`src/rtl/sec_tx_pkg.sv`:
```
package sec_tx_pkg;

  typedef enum logic [2:0] {
    PH_IDLE  = 3'd0,
    PH_LEAD  = 3'd1,
    PH_HI    = 3'd2,
    PH_LO    = 3'd3,
    PH_TRAIL = 3'd4,
    PH_BURST = 3'd5,
    PH_TAIL  = 3'd6
  } phase_e;

  typedef enum logic [1:0] {
    BR_NONE  = 2'd0,
    BR_TONE  = 2'd1,
    BR_BYTE  = 2'd2,
    BR_NONE3 = 2'd3
  } burst_e;

  // Largest of the configured durations, used to size the microsecond counter.
  function automatic int unsigned longest_us(int unsigned a, int unsigned b,
                                             int unsigned c, int unsigned d,
                                             int unsigned e);
    int unsigned m;
    m = a;
    if (b > m) m = b;
    if (c > m) m = c;
    if (d > m) m = d;
    if (e > m) m = e;
    return m;
  endfunction

  // Length of the current phase in microseconds; the bit value selects
  // which half of a pulse-width-coded bit is the long one.
  function automatic int unsigned phase_len_us(phase_e ph, logic bitv,
                                               int unsigned short_us,
                                               int unsigned long_us,
                                               int unsigned gap_us,
                                               int unsigned tone_us,
                                               int unsigned tail_us);
    case (ph)
      PH_LEAD, PH_TRAIL: return gap_us;
      PH_HI:             return bitv ? short_us : long_us;
      PH_LO:             return bitv ? long_us : short_us;
      PH_BURST:          return tone_us;
      PH_TAIL:           return tail_us;
      default:           return 0;
    endcase
  endfunction

endpackage

```
`src/rtl/sec_us_timer.sv`:
```
module sec_us_timer #(
  parameter int CLK_PER_US = 50,
  parameter int US_W       = 16
) (
  input  logic            clk,
  input  logic            rst_n,
  input  logic            restart,
  output logic            us_tick,
  output logic [US_W-1:0] elapsed
);
  localparam int DIV_W = (CLK_PER_US > 1) ? $clog2(CLK_PER_US) : 1;
  localparam logic [DIV_W-1:0] DIV_LAST = DIV_W'(CLK_PER_US - 1);

  logic [DIV_W-1:0] div_q;

  assign us_tick = (div_q == DIV_LAST);

  always_ff @(posedge clk or negedge rst_n) begin
    if (!rst_n) begin
      div_q   <= '0;
      elapsed <= '0;
    end else if (restart) begin
      div_q   <= '0;
      elapsed <= '0;
    end else if (us_tick) begin
      div_q   <= '0;
      elapsed <= elapsed + 1'b1;
    end else begin
      div_q   <= div_q + 1'b1;
    end
  end
endmodule

```
`src/rtl/sec_msg_store.sv`:
```
module sec_msg_store #(
  parameter int DEPTH = 10,
  parameter int AW    = 4
) (
  input  logic          clk,
  input  logic          rst_n,
  input  logic          wr_en,
  input  logic [AW-1:0] wr_addr,
  input  logic [7:0]    wr_data,
  input  logic [AW-1:0] rd_addr,
  output logic [7:0]    rd_data
);
  logic [7:0] slot [DEPTH];

  for (genvar g = 0; g < DEPTH; g++) begin : g_slot
    always_ff @(posedge clk or negedge rst_n) begin
      if (!rst_n)
        slot[g] <= 8'h00;
      else if (wr_en && (wr_addr == AW'(g)))
        slot[g] <= wr_data;
    end
  end

  always_comb begin
    rd_data = 8'h00;
    for (int i = 0; i < DEPTH; i++)
      if (rd_addr == AW'(i)) rd_data = slot[i];
  end
endmodule

```
`src/rtl/sec_tone_tx.sv`:
```
module sec_tone_tx
  import sec_tx_pkg::*;
#(
  parameter int CLK_PER_US    = 50,
  parameter int MAX_BYTES     = 10,
  parameter int SHORT_US      = 500,
  parameter int LONG_US       = 1000,
  parameter int GAP_US        = 16000,
  parameter int TONE_BURST_US = 12500,
  parameter int TAIL_US       = 20000,
  localparam int AW = (MAX_BYTES > 1) ? $clog2(MAX_BYTES) : 1,
  localparam int LW = $clog2(MAX_BYTES + 1)
) (
  input  logic          clk,
  input  logic          rst_n,
  input  logic          wr_en,
  input  logic [AW-1:0] wr_addr,
  input  logic [7:0]    wr_data,
  input  logic          start,
  input  logic [LW-1:0] msg_len,
  input  logic [1:0]    burst_sel,
  output logic          tone_en,
  output logic          busy,
  output logic          done
);
  localparam int US_W = $clog2(longest_us(SHORT_US, LONG_US, GAP_US,
                                          TONE_BURST_US, TAIL_US) + 1);
  localparam logic [LW-1:0] LEN_MAX = LW'(MAX_BYTES);

  phase_e        phase_q;
  burst_e        burst_q;
  logic [LW-1:0] len_q;
  logic [LW-1:0] byte_idx;
  logic [3:0]    bit_idx;
  logic          par_q;
  logic          in_burst_byte;
  logic          tone_q;
  logic          done_q;

  // Named internal events, also observed by the checker.
  logic            us_tick;
  logic [US_W-1:0] elapsed;
  logic            phase_end;
  logic            start_ok;
  logic            bit_val;
  logic            last_byte;
  logic [7:0]      rd_data;
  logic [7:0]      cur_byte;
  logic [2:0]      bit_sel;
  logic [31:0]     phase_us;
  phase_e          route_ph;

  assign busy    = (phase_q != PH_IDLE);
  assign tone_en = tone_q;
  assign done    = done_q;

  sec_msg_store #(.DEPTH(MAX_BYTES), .AW(AW)) store_i (
    .clk     (clk),
    .rst_n   (rst_n),
    .wr_en   (wr_en && !busy),
    .wr_addr (wr_addr),
    .wr_data (wr_data),
    .rd_addr (byte_idx[AW-1:0]),
    .rd_data (rd_data)
  );

  sec_us_timer #(.CLK_PER_US(CLK_PER_US), .US_W(US_W)) timer_i (
    .clk     (clk),
    .rst_n   (rst_n),
    .restart (start_ok || phase_end),
    .us_tick (us_tick),
    .elapsed (elapsed)
  );

  assign cur_byte  = in_burst_byte ? 8'hFF : rd_data;
  assign bit_sel   = 3'd7 - bit_idx[2:0];
  assign bit_val   = bit_idx[3] ? par_q : cur_byte[bit_sel];
  assign phase_us  = phase_len_us(phase_q, bit_val, SHORT_US, LONG_US,
                                  GAP_US, TONE_BURST_US, TAIL_US);
  assign phase_end = busy && us_tick && (elapsed == US_W'(phase_us - 1));
  assign start_ok  = start && !busy;
  assign last_byte = (byte_idx == LW'(len_q - 1'b1));

  always_comb begin
    case (burst_q)
      BR_TONE: route_ph = PH_BURST;
      BR_BYTE: route_ph = PH_HI;
      default: route_ph = PH_IDLE;
    endcase
  end

  always_ff @(posedge clk or negedge rst_n) begin
    if (!rst_n) begin
      phase_q       <= PH_IDLE;
      burst_q       <= BR_NONE;
      len_q         <= '0;
      byte_idx      <= '0;
      bit_idx       <= '0;
      par_q         <= 1'b1;
      in_burst_byte <= 1'b0;
      tone_q        <= 1'b0;
      done_q        <= 1'b0;
    end else begin
      done_q <= 1'b0;
      case (phase_q)
        PH_IDLE: if (start_ok) begin
          phase_q       <= PH_LEAD;
          len_q         <= (msg_len > LEN_MAX) ? LEN_MAX : msg_len;
          burst_q       <= burst_e'(burst_sel);
          byte_idx      <= '0;
          bit_idx       <= '0;
          par_q         <= 1'b1;
          in_burst_byte <= 1'b0;
          tone_q        <= 1'b0;
        end
        PH_LEAD, PH_TRAIL: if (phase_end) begin
          if ((phase_q == PH_LEAD) && (len_q != '0)) begin
            phase_q <= PH_HI;
            tone_q  <= 1'b1;
          end else begin
            phase_q       <= route_ph;
            in_burst_byte <= (route_ph == PH_HI);
            bit_idx       <= '0;
            par_q         <= 1'b1;
            tone_q        <= (route_ph != PH_IDLE);
            done_q        <= (route_ph == PH_IDLE);
          end
        end
        PH_HI: if (phase_end) begin
          phase_q <= PH_LO;
          tone_q  <= 1'b0;
          if (!bit_idx[3]) par_q <= par_q ^ bit_val;
        end
        PH_LO: if (phase_end) begin
          if (!bit_idx[3]) begin
            bit_idx <= bit_idx + 1'b1;
            phase_q <= PH_HI;
            tone_q  <= 1'b1;
          end else if (in_burst_byte) begin
            phase_q <= PH_TAIL;
          end else if (!last_byte) begin
            byte_idx <= byte_idx + 1'b1;
            bit_idx  <= '0;
            par_q    <= 1'b1;
            phase_q  <= PH_HI;
            tone_q   <= 1'b1;
          end else begin
            phase_q <= PH_TRAIL;
          end
        end
        PH_BURST: if (phase_end) begin
          phase_q <= PH_TAIL;
          tone_q  <= 1'b0;
        end
        PH_TAIL: if (phase_end) begin
          phase_q <= PH_IDLE;
          done_q  <= 1'b1;
        end
        default: begin
          phase_q <= PH_IDLE;
          tone_q  <= 1'b0;
        end
      endcase
    end
  end
endmodule

```
`config.mk`:
```
export PLATFORM = sky130hd
export DESIGN_NAME = sec_tone_tx
export DESIGN_NICKNAME = d
export VERILOG_FILES = /design/src/rtl/sec_tx_pkg.sv /design/src/rtl/sec_us_timer.sv /design/src/rtl/sec_msg_store.sv /design/src/rtl/sec_tone_tx.sv
export SDC_FILE = /design/constraint.sdc
export NUM_CORES = 1
export LEC_CHECK = 0
export ABC_AREA = 0
export BUFFER_PORTS_ARGS = -buffer_cell sky130_fd_sc_hd__buf_2
export CAP_MARGIN = 5
export CORE_ASPECT_RATIO = 1.75
export CORE_MARGIN = 2
export CORE_UTILIZATION = 45
export CTS_CLUSTER_DIAMETER = 80
export DETAILED_ROUTE_END_ITERATION = 6
export PLACE_DENSITY = 0.6
export SKIP_LAST_GASP = 1
export SLEW_MARGIN = 20
export SYNTH_ARGS = -nofsm -noshare
export SYNTH_HDL_FRONTEND = slang
export SYNTH_HIERARCHICAL = 1
export SYNTH_SLANG_ARGS = --single-unit
```
`constraint.sdc`:
```
create_clock -name clk -period 5.3 [get_ports clk]
set_input_delay 0.53 -clock clk [delete_from_list [all_inputs] [get_ports clk]]
set_output_delay 0.53 -clock clk [all_outputs]
set_load 0.1 [all_outputs]
```
* Word-level counts from Yosys, hierarchy flattened *
Cells that the tools add are included.

storage, ports and cells
  register bits = 122
  logic and storage cells = 187

operators by class
  add/subtract/negate cells = 7
  order comparisons = 2
  muxes and demuxes = 71
  reduce and logical (&&, ||, !) cells = 39
  equality and inequality tests = 44
  bitwise operators = 2

operators by type and width
  cell                   count
  $mux 8                 11
  $pmux 15 s5            1
  $mux 4                 12
  $eq 4x3->1 const B     8
  $mux 15                2
  $mux 3                 10
  $mux 1                 22
  $ne 2x2->1 const B     11
  $mux 10                2
  $pmux 3 s6             1
  $eq 4x2->1 const B     4
  $eq 4x4->1 const B     4
  $add 15x1->15 const B  1
  $eq 15x15->1           1
  $logic_and 1x1->1      15
  $sub 15x1->15 const B  1
  $reduce_and 7->1       2
  $mux 6                 2
  $pmux 4 s3             1
  $reduce_and 6->1       2
  $reduce_and 10->1      1
  $eq 3x2->1 const B     3
  $eq 3x3->1 const B     3
  $reduce_bool 3->1      3
  32 further kinds       42

* Longest topological paths before layout *
Gate-level depths: netlist of the first run.

  word-level depth = 22
  gate-level depth with buffers = 26

* Modules after synthesis *
Netlist of the first run, hierarchy kept.

modules (own cells, without submodules)
  module         sequential area each (sq um)  cells an instance  area an instance (sq um)  times used
  sec_msg_store  2,001.9                       319                4,055.1                   1
  sec_tone_tx    526.8                         249                2,003.2                   1
  sec_us_timer   525.5                         109                1,108.6                   1

* Worst setup path after synthesis of the first run *
No wires, ideal clock.

  path type = flip-flop to flip-flop
  from = register byte_idx[1]
  to = register timer_i.elapsed[8]
  library setup time = 0.125 ns
  buffers on the path = 6
  period minus slack after synthesis = 5.282 ns
  stages on the path, launching flop included = 25
  data required time = 5.175 ns
  slack = 0.018 ns
  data arrival time = 5.157 ns
  cell sequence = dfrtp_1 -> buf_4 -> buf_6 -> buf_6 -> nor3b_2 -> a21oi_1 -> o21ai_0 -> mux2i_1 -> a22oi_1 -> a21boi_0 -> or3_1 -> nand3_1 -> ha_1 -> clkbuf_1 -> or4b_2 -> nand3_1 -> xor2_1 -> a21oi_1 -> nand4_1 -> or3_1 -> buf_6 -> nand2_1 -> dlygate4sd1_1 -> and2b_2 -> mux2_4

between the ends
  word-level cells in the longest chain between the ends = 22
  elaborated cells on any way between the ends = 33
  classes of those cells = add/sub (1); eq/ne (10); mux (18); reduce/logical (4)

ends and longest elaborated chain
  what                                                 line                                source
  start: declaration                                   sec_tone_tx.sv:33                   logic [LW-1:0] byte_idx;
  start signal: assignment                             sec_tone_tx.sv:142                  byte_idx <= byte_idx + 1'b1;
  $logic_not 4->1                                      sec_msg_store.sv:27                 if (rd_addr == AW'(i)) rd_data = slot[i];
  $mux 8 (9 in a row)                                  sec_msg_store.sv:27
  $mux 8 (*)                                           sec_msg_store.sv:27
  net rd_data[5]                                       sec_tone_tx.sv:47                   logic [7:0] rd_data;
  $mux 8 (*)                                           sec_tone_tx.sv:75                   assign cur_byte = in_burst_byte ? 8'hFF : rd_data;
  $bmux 1 s3 (*)                                       sec_tone_tx.sv:77                   assign bit_val = bit_idx[3] ? par_q : cur_byte[bit_sel];
  $mux 1 (implied by the code) (*)                     sec_tone_tx.sv:77
  $mux 1 (*)                                           sec_tone_tx.sv:77
  $mux 10, on equally long branches                    sec_tx_pkg.sv:44, sec_tx_pkg.sv:43
  $pmux 15 s5 (*)                                      sec_tx_pkg.sv:41                    case (ph)
  $sub 15x1->15 (*)                                    sec_tone_tx.sv:80                   assign phase_end = busy && us_tick && (elapsed == US_W'(phase_us - 1));
  $eq 15x15->1 (*)                                     sec_tone_tx.sv:80
  $logic_and 1x1->1 (*)                                sec_tone_tx.sv:80
  $logic_or 1x1->1 (*)                                 sec_tone_tx.sv:70                   .restart (start_ok || phase_end),
  $mux 15 / $reduce_bool 2->1 (equally long branches)  n/a
  end signal: assignment                               sec_us_timer.sv:27                  elapsed <= elapsed + 1'b1;
  end: declaration                                     sec_us_timer.sv:9                   output logic [US_W-1:0] elapsed

The timed path passes the listed nets; every way through them passes the cells marked *. The select of a mux whose other input is x is not followed.
A chain may end at the register's enable or synchronous reset.

* Worst setup path after layout of the first run *
  from = register byte_idx[1]
  to = register byte_idx[0]

between the ends
  word-level cells in the longest chain between the ends = 22
  elaborated cells on any way between the ends = 34
  classes of those cells = add/sub (1); eq/ne (13); mux (17); reduce/logical (3)

ends and longest elaborated chain
  what                                   line
  $logic_not 4->1                        sec_msg_store.sv:27
  $mux 8 (9 in a row)                    sec_msg_store.sv:27
  $mux 8 (*)                             sec_msg_store.sv:27
  net rd_data[3]                         sec_tone_tx.sv:47
  $mux 8 (*)                             sec_tone_tx.sv:75
  $bmux 1 s3 (*)                         sec_tone_tx.sv:77
  $mux 1 (implied by the code) (*)       sec_tone_tx.sv:77
  $mux 1 (*)                             sec_tone_tx.sv:77
  $mux 10, on equally long branches      sec_tx_pkg.sv:44, sec_tx_pkg.sv:43
  $pmux 15 s5 (*)                        sec_tx_pkg.sv:41
  $sub 15x1->15 (*)                      sec_tone_tx.sv:80
  $eq 15x15->1 (*)                       sec_tone_tx.sv:80
  $logic_and 1x1->1 (*)                  sec_tone_tx.sv:80
  $ne 2x2->1 (no source line) (*)        n/a
  $reduce_and 6->1 (no source line) (*)  n/a

Marked as above.

==> results of run 1 <==
## routing by layer
layer	part of all wire [%]	wire length, um	track usage, %
met1	39	6840	24.6
met2	55	9510	41.1
met3	3.3	572	4.29
met4	2.9	499	7.86
met5	0	0	0
## layout by cell type, fill, tap and decap left out, types with 3 or more instances in the layout
cell type,n
a21oi_1,29
xor2_1,8
xnor2_1,17
clkinvlp_4,3
bufinv_16,3
mux2_4,9
a31oi_1,3
nor3_1,13
o21ai_0,35
a211o_1,3
or3_1,8
nand3b_1,10
o2bb2ai_1,4
nand2b_1,9
nor2_2,4
buf_2,23
buf_4,17
mux2_2,82
clkinv_4,3
nand3_1,17
and2_1,8
a21o_1,4
ha_1,11
nand4_1,10
nor2_1,54
inv_1,17
nor4_1,3
clkbuf_16,17
a221oi_1,6
and3_1,4
nand2_1,29
a211oi_1,8
or2_2,3
mux2i_1,30
nor4b_1,3
dfrtp_1,119
o211ai_1,3
nor2b_1,13
## power by group through the flow
stage / Clock, uW / Sequential [uW] / Combinational [uW]
floorplan: 0 / 949 / 9.54
global placement: 0 / 948 / 42.7
detailed placement: 0 / 948 / 43.7
CTS: 1220 / 932 / 44.1
global route: 1270 / 931 / 49.3
finish: 1200 / 932 / 42.4
## kinds of logic after synthesis
family | after synthesis | share of synthesized area (%)
and+or+nand+nor | 216 | 17.9
DFF | 122 | 42.6
buffers and inverters | 61 | 4.50
muxes | 122 | 19.1
AOI/OAI and AO/OA | 120 | 10.9
adders and majority gates | 11 | 1.92
xor gates and xnor gates | 25 | 3.06
## sequential cells by signal, summed over array words and instances, names as in the netlist
register	flops
timer_i/elapsed	15
byte_idx	4
len_q	4
timer_i/div_q	6
phase_q	3
burst_q	2
bit_idx	4
tone_en	1
store_i/slot	80
in_burst_byte	1
done	1
par_q	1
## final cells by class
cell class | count | area [um^2] | area share [%]
clock buffers | 19 | 453 | 5.60
clock inverters | 13 | 166 | 2.06
inverters | 17 | 63.8 | 0.789
multi-input cells | 494 | 3810 | 47.2
flip-flops and latches | 122 | 3060 | 37.8
well taps | 189 | 236 | 2.92
repair buffers | 43 | 294 | 3.64
## repair_timing
action                                  in CTS  in global routing
gates resized for setup                      1                  9
pin swaps                                    0                  1
buffers inserted                             0                  1
endpoints found under the setup margin       7                 24
## through the flow
| stage | area, um^2 | TNS (ns) |
|---|---|---|
| 4_1_cts | 8050 | 0 |
| 2_1_floorplan | 7170 | 0 |
| 3_3_place_gp | 7430 | 0 |
| 3_5_place_dp | 7430 | -0.223 |
| 6_report | 8090 | 0 |
| 5_1_grt | 8090 | 0 |
## worst max path at each step
stage                     endpoint  cells past startpoint
4_1_cts                byte_idx[0]                     22
5_1_grt                byte_idx[0]                     22
3_3_place_gp   timer_i/elapsed[14]                     23
2_1_floorplan   timer_i/elapsed[8]                     24
6_report               byte_idx[0]                     22
3_5_place_dp           byte_idx[0]                     22
==> impl_metrics.json, run 1 <==
{
  "ant_nets": 0,
  "peakVddDrop_mv": 0.156,
  "ys_seq_area_share_pct": 42.6,
  "synth.distinct_cells": 82,
  "dp.cells": 864,
  "syn-instance-count": 677,
  "rr_endpoint": "byte_idx[0]",
  "combPwrFrac_pct": 1.9,
  "dp.final_hpwl_um": 12600,
  "p_per_area_mw_per_mm2": 269,
  "die_area_mm2": 0.0170,
  "synth.avg_cell_area_um2": 10.6,
  "rsz0062_at_grt": "no",
  "cp.arrival_ns": 5.28,
  "hold_class": "in2async",
  "whs_ns": 0.151,
  "synthTopCellsByArea": "dfrtp_1, mux2_2, mux2i_1, nor2_1, o21ai_0",
  "rows": 61,
  "synth_edf_count": 0,
  "routed_via_density": 5.88,
  "drtIter0Drc": 206,
  "switching_power_uw": 464,
  "grt_max_degree": 80,
  "tritoncts.num_buffers": 17,
  "relSlewSlack_pct": 51.5,
  "slew_viol_final": 0,
  "max_freq_mhz": 200,
  "holdBufCountCts": 0,
  "ys_ff_latch": 122,
  "p_seq_share_pct": 42.9,
  "required_ns": 5.59,
  "syn2layout_area_growth_pct": 12.8,
  "p_int_uw": 1710,
  "grtUsageTotal_pct": 22.1,
  "final_cell_count_no_fill": 897,
  "h-tree-depth": 4,
  "synth_fp_nets": 710,
  "grt-ovfl-total": 0,
  "antennaDiodeCount": 0,
  "cp-startpoint": "byte_idx[1]",
  "finalCritPeriodShare_pct": 94.2,
  "ys_warn_count": 6,
  "fin_nets": 728,
  "clk-insertion-delay-late_ns": 0.41,
  "status": "finished clean",
  "switching_share_pct": 21.4,
  "grt_pass1_vias": 5623,
  "ios": 25,
  "vias": 5272,
  "fin_worst_skew_ns": 0.0131,
  "p_leak_uw": 0.00371,
  "reg2reg_depth": 22,
  "post_drt_wl_per_cell_um": 19.4,
  "critPathTopFamily": "simple AND/OR/NAND/NOR gates",
  "synth.most_common_cell": "dfrtp_1",
  "rrSetupSlack_ns": 0.31,
  "path_max_fanout": 25,
  "fill_cells": 1411,
  "synth-main-ff-cell": "dfrtp_1",
  "synth_area_mm2": 0.00717,
  "fp.dieH_um": 171,
  "path_clk_slew_ns": 0.06,
  "clock_path_buffers": 2,
  "clkPwrFrac_pct": 55.1,
  "hold_viol_final": 0,
  "worst_slack_ns": 0.308,
  "grt_pass1_wl_um": 29300,
  "dieWidth_um": 99.4,
  "coreArea_mm2": 0.0157,
  "cp-end-kind": "flip-flop",
  "yosysTopAreaCell": "dfrtp_1",
  "cts_root_buf": "clkbuf_16",
  "drive_gt1_share_pct": 29.1,
  "drc": 0,
  "slowest_delay_ns": 0.46,
  "async_reset_ff_share_pct": 100,
  "wirelength_um": 17400,
  "crit_chain": "buf_12 > buf_4 > nand3b_1 > o21ai_0 > a221oi_2 > o21ai_1 > mux2i_1 > a22oi_2 > a21boi_2 > or3_1 > nand3_1 > ha_1 > buf_4 > xor2_1 > or3_1 > a21oi_1 > nand4_1 > or3_1 > buf_4 > nor2_4 > nor2_1 > mux2_2",
  "r2r_start": "byte_idx[1]",
  "synth_top_area_share_pct": 42.2,
  "synthTopCellsByCount": "dfrtp_1, mux2_2, nor2_1, o21ai_0, mux2i_1",
  "pre_cts_ws_ns": -0.0698,
  "cpMaxStageDelayCell": "or3_1",
  "gp_congestion": 0.954,
  "cp-start-kind": "flip-flop",
  "cts_tree": "built",
  "cts.sinks": 122,
  "p_total_uw": 2170,
  "start_util_pct": 45.6,
  "cp_num_buf_inv": 4,
  "firstDrtPassIters": 5,
  "worstMarginPinSlew_ns": 0.728,
  "port_buffers": 24,
  "setup_viol": 0,
  "fin_crit_ns": 4.99,
  "antenna_found_initial": 0,
  "finish.utilization_pct": 51.4,
  "critPathKind": "reg2reg",
  "maxCapViolCount": 0
}
(Power assumes the default switching activity.)
==> inputs of run 2 (changes only) <==
- PLACE_DENSITY: 0.6 -> 0.73
- clock period: 5.3 -> 5.6 ns (I/O delays scaled with it)
==> run 2 against run 1 <==
Compared with the run above: register-to-register slack better by 0.02 ns; final cell count is 0.89% lower; design area decreased by 1.6%; worst hold slack better by 0.066 ns; critical path type unchanged; highest routed layer unchanged.
==> impl_metrics.json, run 2 (same netlist as run 1, synthesis figures left out) <==
{
  "status": "finished clean",
  "crit_chain": "buf_8 > nor3b_4 > a21oi_1 > o21ai_0 > mux2i_1 > a22oi_1 > a21boi_1 > o21ai_0 > nand3_1 > ha_1 > buf_4 > a211oi_2 > xnor2_1 > a2111oi_2 > nand4_1 > or3_1 > buf_4 > o21ai_2 > a21oi_1 > a311o_1",
  "firstDrtPassIters": 7,
  "vias": 5341,
  "finalCritPeriodShare_pct": 94.1,
  "cts_root_buf": "clkbuf_16",
  "top_register": "store_i/slot",
  "cp-start-kind": "flip-flop",
  "cp-end-kind": "flip-flop",
  "wirelength_um": 17100,
  "switching_share_pct": 21.2,
  "layout_commonest_cell": "dfrtp_1",
  "hold_viol_final": 0,
  "rows": 61,
  "post_drt_wl_per_cell_um": 19.2,
  "rrSetupSlack_ns": 0.33,
  "combPwrFrac_pct": 2.0,
  "die_area_mm2": 0.0170,
  "required_ns": 5.90,
  "dp.cells": 858,
  "cts_tree": "built",
  "drc": 0,
  "largestRegisters": "store_i/slot: 80 flops, timer_i/elapsed: 15 flops, timer_i/div_q: 6 flops",
  "worstMarginPinSlew_ns": 0.831,
  "p_seq_share_pct": 45.2,
  "path_max_fanout": 18,
  "start_util_pct": 45.6,
  "antennaDiodeCount": 0,
  "clk-insertion-delay-late_ns": 0.41,
  "cts.sinks": 122,
  "ios": 25,
  "drive_gt1_share_pct": 27.7,
  "antenna_found_initial": 0,
  "p_leak_uw": 0.00365,
  "cp.arrival_ns": 5.56,
  "cpMaxStageDelayCell": "dfrtp_4",
  "ant_nets": 0,
  "tritoncts.num_buffers": 17,
  "coreArea_mm2": 0.0157,
  "fin_crit_ns": 5.27,
  "grtUsageTotal_pct": 20.6,
  "gp_congestion": 0.855,
  "dp.final_hpwl_um": 11700,
  "p_int_uw": 1540,
  "p_per_area_mw_per_mm2": 245,
  "dieWidth_um": 99.4,
  "critPathKind": "reg2reg",
  "slew_viol_final": 0,
  "syn2layout_area_growth_pct": 11.0,
  "maxCapViolCount": 0,
  "hold_class": "in2async",
  "path_clk_slew_ns": 0.05,
  "switching_power_uw": 415,
  "clkPwrFrac_pct": 52.8,
  "relSlewSlack_pct": 44.6,
  "largest_register_ffs": 80,
  "fin_worst_skew_ns": 0.00749,
  "grt_pass1_wl_um": 27800,
  "fin_nets": 722,
  "peakVddDrop_mv": 0.177,
  "final_cell_count_no_fill": 889,
  "slowest_delay_ns": 0.61,
  "setup_viol": 0,
  "clock_path_buffers": 2,
  "grt_pass1_vias": 5601,
  "routed_via_density": 6.01,
  "mostFrequentLayoutCells": "dfrtp_1, mux2_2, nor2_1, o21ai_0, mux2i_1",
  "holdBufCountCts": 0,
  "max_freq_mhz": 190,
  "p_total_uw": 1950,
  "grt_max_degree": 65,
  "fp.dieH_um": 171,
  "drtIter0Drc": 283,
  "grt-ovfl-total": 0,
  "port_buffers": 24,
  "h-tree-depth": 4
}
==> run 2: cell types whose count changed in the layout (fill, tap and decap cells not counted), sizes merged <==
cell	change
bufinv	-2
inv	-2
buf	-6
clkinvlp	-1
clkbuf	+3
==> run 2: final timing paths <==
kind,startpoint,endpoint,cells past startpoint
hold / removal,rst_n,store_i/slot[38],1
setup reg to reg,byte_idx[1],phase_q[0],20
max in group asynchronous,rst_n,timer_i/elapsed[11],2
setup / recovery,byte_idx[1],phase_q[0],20
hold reg to reg,store_i/slot[53],store_i/slot[53],1
min in group clk,burst_sel[1],burst_q[1],3
==> run 2: worst max-delay path: cells and delay by family (launching register included) <==
family / cells / cell delay [ns]
buffers and inverters: 3 / 0.58
AOI/OAI and AO/OA: 10 / 2.18
adders and majority gates: 1 / 0.26
DFF: 1 / 0.61
and+or+nand+nor: 4 / 1.26
muxes: 1 / 0.14
xor gates and xnor gates: 1 / 0.12
==> run 2: layout make-up <==
| type | count | area (um^2) |
|---|---|---|
| Multi-Input combinational cell | 494 | 3800 |
| Clock inverter | 8 | 70.1 |
| Clock buffer | 22 | 484 |
| Tap cell | 189 | 236 |
| Inverter | 17 | 63.8 |
| Sequential cell | 122 | 3060 |
| Fill cell | 1415 | 7770 |
| Timing Repair Buffer | 37 | 240 |
==> run 2: power by group through the flow <==
stage	registers [uW]	logic, uW	clock network [uW]
2_1_floorplan	898	9.02	0
4_1_cts	882	40.7	1040
6_report	882	39.5	1030
3_3_place_gp	898	38.1	0
3_5_place_dp	898	40.3	0
5_1_grt	882	45.2	1090
==> run 2: layer usage <==
layer  share of wire, %  global-route usage [%]  vias up
met5                  0                       0        -
met4                3.7                    10.1        0
met3                3.8                    3.51       53
met2                 54                    37.7      171
met1                 39                    22.8     2656
li1                   -                       -     2461
==> run 2: through the flow <==
stage	setup TNS, ns	area (um^2)	worst slack (ns)	hold WS (ns)	utilization [%]
final	0	7960	0.332	0.217	50.6
after floorplan	0	7170	0.318	0.264	-
after detailed placement	0	7370	0.135	0.487	46.9
after global routing	-0.00221	7960	-0.00221	0.281	50.6
after CTS	0	7930	0.0749	0.246	50.4
after global placement	0	7370	0.370	0.479	46.9
==> run 2: what timing repair did <==
item	4_1_cts	5_1_grt
resized for setup	0	7
endpoints found under the setup margin	0	35
buffers inserted	0	1
==> inputs of run 3 (changes only) <==
- CELL_PAD_IN_SITES_DETAIL_PLACEMENT: default -> 1
- CELL_PAD_IN_SITES_GLOBAL_PLACEMENT: default -> 1
- PLACE_DENSITY: 0.73 -> 0.85
==> run 3 against run 2 <==
Compared with the run above: sequential cell count did not move; first-iteration DRC count down 4.2%; clock skew grew 0.0038 ns; worst setup slack improved by 0.027 ns; combinational power rose by 7.3%; clock-buffer cell count is 1 lower; critical path depth rose by 2; fmax is 0.51% higher.
==> impl_metrics.json, run 3 (same netlist as run 1, synthesis figures left out) <==
{
  "worstMarginPinSlew_ns": 0.879,
  "cpMaxStageDelayCell": "dfrtp_2",
  "path_max_fanout": 17,
  "tritoncts.num_buffers": 17,
  "cts_root_buf": "clkbuf_16",
  "slowest_delay_ns": 0.49,
  "port_buffers": 24,
  "rows": 61,
  "dp.final_hpwl_um": 14100,
  "fin_nets": 728,
  "clk-insertion-delay-late_ns": 0.42,
  "ios": 25,
  "start_util_pct": 45.6,
  "fin_worst_skew_ns": 0.0113,
  "rrSetupSlack_ns": 0.36,
  "drc": 0,
  "cp-start-kind": "flip-flop",
  "path_clk_slew_ns": 0.06,
  "gp_congestion": 0.921,
  "vias": 5542,
  "antenna_found_initial": 0,
  "die_area_mm2": 0.0170,
  "drive_gt1_share_pct": 29.2,
  "required_ns": 5.90,
  "maxCapViolCount": 0,
  "critPathTopFamily": "simple AND/OR/NAND/NOR gates",
  "layout_commonest_cell": "dfrtp_1",
  "finalCritPeriodShare_pct": 93.6,
  "top_register": "store_i/slot",
  "cp-startpoint": "byte_idx[1]",
  "cts_tree": "built",
  "ant_nets": 0,
  "antennaDiodeCount": 0,
  "largestRegisters": "store_i/slot: 80 flops, timer_i/elapsed: 15 flops, timer_i/div_q: 6 flops",
  "cp_num_buf_inv": 4,
  "reg2reg_depth": 22,
  "cp-end-kind": "flip-flop",
  "crit_chain": "buf_12 > buf_4 > a21oi_1 > a211oi_1 > a21oi_1 > o21ai_0 > mux2i_1 > a22oi_2 > a21boi_2 > o21ai_0 > nand3_1 > ha_1 > buf_4 > xor2_1 > or3_1 > a21oi_1 > nand4_1 > or3_1 > buf_4 > nor2_4 > nor2_1 > mux2_2",
  "grt-ovfl-total": 0,
  "slew_viol_final": 0,
  "whs_ns": 0.208,
  "coreArea_mm2": 0.0157,
  "hold_viol_final": 0,
  "h-tree-depth": 4,
  "critPathKind": "reg2reg",
  "grt_pass1_vias": 6175,
  "wirelength_um": 21300,
  "syn2layout_area_growth_pct": 13.8,
  "cp.arrival_ns": 5.54,
  "r2r_start": "byte_idx[1]",
  "cts.sinks": 122,
  "grtUsageTotal_pct": 26.0,
  "fp.dieH_um": 171,
  "hold_class": "in2async",
  "status": "finished clean",
  "firstDrtPassIters": 4,
  "relSlewSlack_pct": 41.4,
  "p_leak_uw": 0.00373,
  "holdBufCountCts": 0,
  "max_freq_mhz": 191,
  "grt_pass1_wl_um": 34000,
  "dieWidth_um": 99.4,
  "grt_max_degree": 69,
  "clock_path_buffers": 2,
  "routed_via_density": 6.18,
  "largest_register_ffs": 80,
  "mostFrequentLayoutCells": "dfrtp_1, mux2_2, nor2_1, o21ai_0, mux2i_1",
  "p_per_area_mw_per_mm2": 269,
  "rr_endpoint": "byte_idx[0]",
  "peakVddDrop_mv": 0.216,
  "drtIter0Drc": 271,
  "fin_crit_ns": 5.24,
  "final.setup.tns_ns": 0,
  "post_drt_wl_per_cell_um": 23.8,
  "rsz0062_at_grt": "no",
  "setup_viol": 0,
  "crit_end": "byte_idx[0]",
  "cp_num_cells": 22
}
run 3: cell types whose count changed in the layout (fill, tap and decap cells not counted), moves of 2 or more:
cell / delta
bufinv_16: +5
clkbuf_8: -2
buf_4: +6
a22oi_2: +2
clkinv_2: -4
a22oi_1: -2
run 3: routing by layer:
| metal | track usage, % | vias to the layer above | part of all wire (%) |
|---|---|---|---|
| li1 | - | 2472 | - |
| met1 | 27.8 | 2866 | 37 |
| met2 | 48.8 | 150 | 56 |
| met3 | 4.00 | 54 | 3.1 |
| met4 | 12.7 | 0 | 4.0 |
| met5 | 0 | - | 0 |
run 3: where the power goes:
part	switching, uW	total (uW)	leakage, uW	internal [uW]
clock network	411	1270	0.000320	858
registers	0	882	0.00164	882
logic	34.0	42.4	0.00177	8.39
total	445	2190	0.00373	1750
run 3: through the flow:
stage,total power (uW),area [um^2],util [%],std cells,setup slack [ns]
6_report,2190,8160,51.9,897,0.359
5_1_grt,2240,8160,51.9,897,0.0402
4_1_cts,2200,8090,51.5,894,0.0258
3_5_place_dp,941,7410,47.2,862,0.0262
3_3_place_gp,939,7410,47.2,862,0.350
2_1_floorplan,907,7170,-,677,0.318
run 3: worst min path at each step:
stage                     slack [ns]        startpoint                to
after detailed placement        0.49  store_i/slot[49]  store_i/slot[49]
after global routing            0.27             rst_n  store_i/slot[79]
after CTS                       0.23             rst_n  store_i/slot[26]
final                           0.21             rst_n  store_i/slot[63]
after global placement          0.48  timer_i/div_q[0]  timer_i/div_q[0]
after floorplan                 0.26             rst_n        bit_idx[0]
run 3: worst reg2reg max path: stages, from the launching register on:
cell and delay, ns:
dfrtp_2 0.49, buf_12 0.21, buf_4 0.25, a21oi_1 0.13, a211oi_1 0.30, a21oi_1 0.09
o21ai_0 0.10, mux2i_1 0.11, a22oi_2 0.23, a21boi_2 0.14, o21ai_0 0.24, nand3_1 0.15
ha_1 0.25, buf_4 0.16, xor2_1 0.20, or3_1 0.37, a21oi_1 0.24, nand4_1 0.22
or3_1 0.47, buf_4 0.20, nor2_4 0.19, nor2_1 0.08, mux2_2 0.30
run 3: area by class of cell:
cell class / count / area (um^2)
sequential: 122 / 3060
inverter: 17 / 63.8
fill: 1718 / 7560
multi-input combinational: 494 / 3830
tap: 189 / 236
clock buffer: 21 / 460
timing repair buffer: 43 / 290
clock inverter: 11 / 216
run 3: repair_timing:
item	4_1_cts	5_1_grt
resized for setup	2	12
endpoints found under the hold margin	0	0
setup buffers	0	3
setup endpoints to repair	2	35
